--- config.mk ---
export PLATFORM = sky130hd
export DESIGN_NAME = dz_freq_detector
export DESIGN_NICKNAME = d
export VERILOG_FILES = /design/src/rtl/dzpfd_pkg.sv /design/src/rtl/dzpfd_tristate.sv /design/src/rtl/dzpfd_retime.sv /design/src/rtl/dzpfd_lock.sv /design/src/rtl/dz_freq_detector.sv
export SDC_FILE = /design/constraint.sdc
export NUM_CORES = 1
export LEC_CHECK = 0
export BUFFER_PORTS_ARGS = -buffer_cell sky130_fd_sc_hd__buf_4
export CORE_AREA = 2 2 39 41
export DETAILED_ROUTE_END_ITERATION = 10
export DIE_AREA = 0 0 41 43
export MAX_ROUTING_LAYER = met4
export PLACE_DENSITY_LB_ADDON = 0.08
export SYNTH_ARGS = -nofsm -noshare
export SYNTH_HDL_FRONTEND = slang
export SYNTH_SLANG_ARGS = --single-unit
--- constraint.sdc ---
create_clock -name clk -period 2.4 [get_ports clk]
set_input_delay 0.48 -clock clk [delete_from_list [all_inputs] [get_ports clk]]
set_output_delay 0.48 -clock clk [all_outputs]
set_load 0.02 [all_outputs]
--- src/rtl/dzpfd_pkg.sv ---
package dzpfd_pkg;

    // Pair of error flags, up in bit 1, down in bit 0.
    typedef struct packed {
        logic up;
        logic dn;
    } err_pair_t;

    localparam int unsigned LANES = 2;

endpackage

--- src/rtl/dzpfd_tristate.sv ---
module dzpfd_tristate
    import dzpfd_pkg::*;
(
    input  logic      clk,
    input  logic      rst_n,
    input  logic      ref_rise,
    input  logic      div_rise,
    input  logic      clear,
    output err_pair_t err_o
);

    err_pair_t flags_d, flags_q;
    logic      want_up, want_dn;

    always_comb begin
        flags_d = flags_q;
        want_up = flags_q.up | ref_rise;
        want_dn = flags_q.dn | div_rise;
        if (clear) begin
            flags_d = '0;
        end else if (want_up && want_dn) begin
            // Mutual reset: the lagging edge (or a coincident pair) clears both.
            flags_d = '0;
        end else begin
            flags_d.up = want_up;
            flags_d.dn = want_dn;
        end
    end

    always_ff @(posedge clk) begin
        if (!rst_n) flags_q <= '0;
        else        flags_q <= flags_d;
    end

    assign err_o = flags_q;

    // both flags never high together
    a_r2_never_both: assert property (@(posedge clk) disable iff (!rst_n)
        !(err_o.up && err_o.dn));

    // a lone reference edge with nothing pending raises up
    a_r2_ref_sets_up: assert property (@(posedge clk) disable iff (!rst_n)
        (ref_rise && !div_rise && !err_o.dn && !clear) |=> err_o.up);

    // coincident strobes from idle raise nothing
    a_r6_coincident_idle: assert property (@(posedge clk) disable iff (!rst_n)
        (ref_rise && div_rise && !err_o.up && !err_o.dn) |=> (!err_o.up && !err_o.dn));

endmodule

--- src/rtl/dzpfd_retime.sv ---
module dzpfd_retime #(
    parameter int unsigned WIDTH = 2
) (
    input  logic             clk,
    input  logic             rst_n,
    input  logic             sample,
    input  logic             clear,
    input  logic [WIDTH-1:0] level_i,
    output logic [WIDTH-1:0] level_q
);

    logic [WIDTH-1:0] hold_d, hold_q;

    // One resampling flop per lane, standing in for a falling-edge flop.
    for (genvar g = 0; g < WIDTH; g++) begin : g_lane
        always_comb begin
            if (clear)       hold_d[g] = 1'b0;
            else if (sample) hold_d[g] = level_i[g];
            else             hold_d[g] = hold_q[g];
        end
    end

    always_ff @(posedge clk) begin
        if (!rst_n) hold_q <= '0;
        else        hold_q <= hold_d;
    end

    assign level_q = hold_q;

    // outputs hold between fall strobes
    a_r3_hold_between: assert property (@(posedge clk) disable iff (!rst_n)
        (!sample && !clear) |=> $stable(level_q));

    // on a fall strobe the pre-strobe level is captured
    a_r3_capture: assert property (@(posedge clk) disable iff (!rst_n)
        (sample && !clear) |=> (level_q == $past(level_i)));

endmodule

--- src/rtl/dzpfd_lock.sv ---
module dzpfd_lock #(
    parameter int unsigned LOCK_COUNT = 64,
    parameter int unsigned CNT_W      = $clog2(LOCK_COUNT + 1)
) (
    input  logic clk,
    input  logic rst_n,
    input  logic sample,
    input  logic hit,
    input  logic restart,
    output logic locked
);

    localparam logic [CNT_W-1:0] LAST = CNT_W'(LOCK_COUNT - 1);

    typedef struct packed {
        logic [CNT_W-1:0] cnt;
        logic             lock;
    } lock_st_t;

    lock_st_t st_d, st_q;

    always_comb begin
        st_d = st_q;
        if (restart) begin
            st_d = '0;
        end else if (!st_q.lock && sample) begin
            if (hit) begin
                st_d.cnt = '0;
            end else begin
                st_d.cnt = st_q.cnt + 1'b1;
                if (st_q.cnt == LAST) st_d.lock = 1'b1;
            end
        end
    end

    always_ff @(posedge clk) begin
        if (!rst_n) st_q <= '0;
        else        st_q <= st_d;
    end

    assign locked = st_q.lock;

    // lock is sticky until restart
    a_r7_sticky: assert property (@(posedge clk) disable iff (!rst_n)
        (locked && !restart) |=> locked);

    // a found error empties the counter
    a_r8_hit_clears: assert property (@(posedge clk) disable iff (!rst_n)
        (sample && hit && !locked) |=> (st_q.cnt == '0));

    // restart empties counter and lock
    a_r9_restart: assert property (@(posedge clk) disable iff (!rst_n)
        restart |=> (!locked && st_q.cnt == '0));

endmodule

--- src/rtl/dz_freq_detector.sv ---
module dz_freq_detector
    import dzpfd_pkg::*;
#(
    parameter int unsigned LOCK_COUNT = 64
) (
    input  logic clk,
    input  logic rst_n,
    input  logic ref_rise,
    input  logic ref_fall,
    input  logic div_rise,
    input  logic restart,
    output logic up_q,
    output logic dn_q,
    output logic enable
);

    localparam int unsigned CNT_W = $clog2(LOCK_COUNT + 1);

    err_pair_t        core_err;
    logic [LANES-1:0] core_vec, out_vec;
    logic             locked, clear_all;

    assign clear_all = locked | restart;

    dzpfd_tristate core_i (
        .clk      (clk),
        .rst_n    (rst_n),
        .ref_rise (ref_rise),
        .div_rise (div_rise),
        .clear    (clear_all),
        .err_o    (core_err)
    );

    assign core_vec = {core_err.up, core_err.dn};

    dzpfd_retime #(.WIDTH(LANES)) retime_i (
        .clk     (clk),
        .rst_n   (rst_n),
        .sample  (ref_fall),
        .clear   (clear_all),
        .level_i (core_vec),
        .level_q (out_vec)
    );

    dzpfd_lock #(.LOCK_COUNT(LOCK_COUNT), .CNT_W(CNT_W)) lock_i (
        .clk     (clk),
        .rst_n   (rst_n),
        .sample  (ref_fall),
        .hit     (|core_vec),
        .restart (restart),
        .locked  (locked)
    );

    assign up_q   = out_vec[1];
    assign dn_q   = out_vec[0];
    assign enable = ~locked;

    // a disabled loop sends nothing to the charge pump
    a_r7_quiet_when_off: assert property (@(posedge clk) disable iff (!rst_n)
        !enable |-> (!up_q && !dn_q));

    // restart re-enables in the next cycle
    a_r9_reenable: assert property (@(posedge clk) disable iff (!rst_n)
        restart |=> enable);

endmodule

Yosys cells after proc, flatten, opt, wreduce, memory -nomap -nowiden
Cells that the tools add are included.
Storage, ports and cells
  register bits after elaboration: 12
  bits in latches: 0
  memory bits (writable): 0
  ROM bits: 0
  output and inout bits: 3
  memories kept: 0
Cells by class
  add/subtract/negate cells: 1
  multipliers: 0
  div/mod/pow operators: 0
  $lt $le $gt $ge: 0
  equal/unequal tests: 1
  shifts and indexed selects: 0
  mux-type cells: 1
  bitwise logic cells: 6
  reductions and logical operators: 8
Operators by type and width (number)
  adder 7 x 1 -> 7 bit (second input constant): 1
  equality test 7 x 6 -> 1 bit (second input constant): 1
  two-way mux 7 bit: 1
  OR reduction 2 bit: 3
  NOT 1 bit: 3
  bitwise OR 1 bit: 3
  AND reduction 3 bit: 1
  OR reduction 3 bit: 1
  logical AND 1 bit: 2
  zero test 1 bit: 1

Logic depth before layout (Yosys ltp)
  depth after elaboration: 3
  depth in mapped cells: 4
  gate-level depth less buffers: 4

By module
A second synthesis with hierarchy kept.
Second synthesis, totals
  cells, all modules: 66
  area total of the unflattened synthesis: 583.1 um^2
By module, submodules not included
  dzpfd_lock: times used 1, cells each 49, area each 419.2 um^2, seq. area each 160.2 um^2
  dzpfd_retime: times used 1, cells each 7, area each 73.8 um^2, seq. area each 40.0 um^2
  dzpfd_tristate: times used 1, cells each 7, area each 73.8 um^2, seq. area each 40.0 um^2
  dz_freq_detector: times used 1, cells each 3, area each 16.3 um^2, seq. area each 0.0 um^2

Worst setup path before layout
OpenSTA, ideal clock, no wires.
  path kind: reg-to-reg
  start point: reg lock_i.st_q[1] in the netlist's numbering
  end point: reg lock_i.st_q[5] in the netlist's numbering
  library setup time: 70 ps
  arrival time: 1121 ps
  required time: 2330 ps
  slack: 1209 ps
  stages on the path, launching flop included: 5
  clock period less this slack: 1191 ps
  cell sequence: dfxtp_1 > ha_1 > nand3b_1 > or3_1 > a21oi_1
Between the ends
  longest elaborated chain between the ends: 2
Ends and longest elaborated chain
  start: declaration: RTL line dzpfd_lock.sv:20  | lock_st_t st_d, st_q;
  start signal: assignment: RTL line dzpfd_lock.sv:38  | else st_q <= st_d;
  adder 7 x 1 -> 7 bit: RTL line dzpfd_lock.sv:30  | st_d.cnt = st_q.cnt + 1'b1;
  two-way mux 7 bit: RTL line dzpfd_lock.sv:27  | if (hit) begin
No other way between the ends.
A chain may end at the register's enable or synchronous reset.

Final worst setup path
  start point: reg lock_i.st_q (netlist bit lock_i.locked)
  end point: out enable
Between the ends
  longest elaborated chain between the ends: 1
Ends and longest elaborated chain
  NOT 1 bit: RTL line dz_freq_detector.sv:56  | assign enable = ~locked;
  end: declaration: RTL line dz_freq_detector.sv:14  | output logic enable
No other way between the ends.

==> metrics.csv <==
stage;metric;value;unit
global_routing;grt ovf;0;
timing;Tightest Pin Transition;514.5;ps
synthesis;Synth Net Count;61;
global_routing;pin count of the biggest net entering global routing;8;
floorplan;die area;0.001763;mm^2
critical_path;WS Path Type;reg -> out;
finish;Seq. cell area;240.2;um^2
power_and_ir_drop;Pleak;0.0002210;uW
floorplan;die width;41;um
worst_hold_path;worst hold path type;in -> reg;
timing;final worst-path cycle share;0.5792;
finish;ratio of cells with drive above 1 in the final layout;0.1818;
routing;final WL;936;um
synthesis;sequential-to-total area share from yosys stat;0.4824;
timing;Max-slew headroom;0.6522;
timing;endpoints failing setup;0;
synthesis;Mean Syn Cell Area;9.222;um^2
timing;slack of the critical path;1010;ps
routing;First DRT Iteration DRCs;3;
synthesis;Synth async-reset ratio;0;
floorplan;initial core utilization;0.3599;
routing;vias;431;
critical_path;Worst Reg-to-Reg Cells;4;
critical_path;WP data required;1920;ps
worst_hold_path;worst hold endpoint;core_i.err_o[0];
routing;Wirelength per Cell;11.41;um
clocking;setup bufs post-CTS;0;
placement;placed cell areas;578.1;um^2
critical_path;R2R Path End;lock_i.st_q[7];
power_and_ir_drop;P per Cell Area;633.2;mW/mm^2
critical_path;CP max FO;5;
finish;Area Growth Syn to Fin;23.37;%
finish;commonest non-fill, non-tap cell in the layout;dfxtp_1;
clocking;clk_lat worst skew;280;ps
finish;final instance area;614.3;um^2
floorplan;core box area;0.001384;mm^2
synthesis;Yosys reg bits;12;
critical_path;CP Capture Type;output pin;
synthesis;cell area after synthesis;498.0;um^2
clocking;Max H-tree Level;1;
routing;Post-route DRC;0;
floorplan;Rows;14;
floorplan;Top Ports;9;
global_routing;first-pass GRT wire length;1580;um
global_routing;number of global-route vias before repair;399;
run_status;status;finished, final reports clean;
clocking;Reg clk slew, reported paths;80;ps
synthesis;Post-synth EDFFs;0;
synthesis;Netlist cell types;22;
timing;RSZ-0062 raised after global routing;no;
run;Max Cap Viol;0;
clocking;CTS resizes;0;
timing;final hold vios;0;
synthesis;Yosys top cell by area;dfxtp_1;
synthesis;Main synth FF type;dfxtp_1;
finish;Fillers;129;
finish;# diodes;0;
power_and_ir_drop;peak supply drop;0.3531;mV
critical_path;Setup crit start;lock_i.locked;
timing;clock skew;4.630;ps
global_routing;GRT Total Usage;0.1373;
placement;DP HPWL;715.5;um
clocking;Clock Path Buffers;2;
synthesis;Post-Synthesis Cells;54;
critical_path;reg2reg setup slack;1040;ps
worst_hold_path;Hold Crit Start;ref_rise;
worst_hold_path;WHS Path Cells;2;
placement;Port Buf Inserts;8;
finish;multi-input logic area;250.2;um^2
routing;DRT antenna net count;0;
clocking;CTS tree;built;
placement;DP Worst Slack;926.0;ps
synthesis;YS warnings;0;
clocking;Root Buffer;clkbuf_4;
critical_path;Startpoint Class;flop;
global_routing;initial antenna violation count;0;
synthesis;synth top area cells;dfxtp_1 48%, mux2i_1 6.0%, nor2_1 6.0%;
routing;via density per instance;5.256;
clocking;CTS Hold Buffers Added;0;
clocking;TritonCTS Sinks;12;
timing;Final Max Slew Viols;0;
floorplan;Vert. Die Dim;43;um
critical_path;reg2reg start;lock_i.st_q[1];
timing;Hold WS;361.5;ps
synthesis;top cell type's share of synthesized area;0.4824;
critical_path;WP data arrival;910;ps
timing;Max Fclk;0.7194;GHz
placement;gpl congestion;0.7381;
routing;drt first pass iters;4;
finish;Nets;74;
clocking;CTS buffer count;3;
finish;most frequent cells in the layout;12 x dfxtp_1, 8 x nor2_1, 8 x buf_4;
timing;setup_tns;0;ps
timing;fin crit period;1390;ps
[state kept, by name, indices dropped and copies added (netlist names)]
register          count
core_i.err_o          2
retime_i.level_q      2
lock_i.st_q           7
lock_i.locked         1
[synth_stat cells, drive strengths merged, types with 2 or more instances]
cell / instances
nand2b: 2
o21ai: 5
nor2: 8
inv: 2
mux2i: 3
dfxtp: 12
or3: 4
a21oi: 4
[routing by layer]
metal,up-vias,share of wire,global-route usage
li1,218,-,-
met1,200,0.45,0.1623
met2,9,0.49,0.2031
met3,4,0.040,0.03141
met4,0,0.024,0.08000
met5,-,0,-
[cells by family (layout without fill, tap and decap cells)]
kind of cell | Yosys count | in the layout | synth area share
compound gates | 12 | 12 | 0.1332
xor+xnor | 1 | 1 | 0.01759
buf+inv | 2 | 14 | 0.01508
simple gates | 23 | 23 | 0.2663
fa+ha+maj | 1 | 1 | 0.02512
flops | 12 | 12 | 0.4824
mux | 3 | 3 | 0.06030
[layout make-up]
class,count,area share
clock buffers,4,0.05906
inverters,2,0.01222
multi-input cells,40,0.4073
flip-flops and latches,12,0.3910
well taps,16,0.03259
repair buffers,8,0.09776
[worst max-delay path, stage by stage (launching register included)]
cell	delay, ps
dfxtp_1	380
inv_1	100
buf_4	160
[through the flow]
stage / total power, uW / util / instances
floorplan: 219.8 / - / 54
global placement: 230.8 / 0.4177 / 78
detailed placement: 230.4 / 0.4177 / 78
CTS: 392.0 / 0.4439 / 82
global route: 402.3 / 0.4439 / 82
finish: 389.0 / 0.4439 / 82
[report_power, final]
| group | total, uW | leakage, uW | internal, uW | switching (uW) |
|---|---|---|---|---|
| Sequential | 203 | 0.0000970 | 201 | 2.23 |
| Clock | 163 | 0.0000210 | 92.2 | 71.2 |
| Combinational | 22.1 | 0.000103 | 11.7 | 10.4 |
[worst max path at each step]
stage / end / slack (ps)
finish: enable / 1010
floorplan: lock_i.st_q[5] / 1210
global route: lock_i.st_q[7] / 900
CTS: enable / 1010
global placement: lock_i.st_q[3] / 940
detailed placement: lock_i.st_q[3] / 930
(Power assumes the default switching activity.)
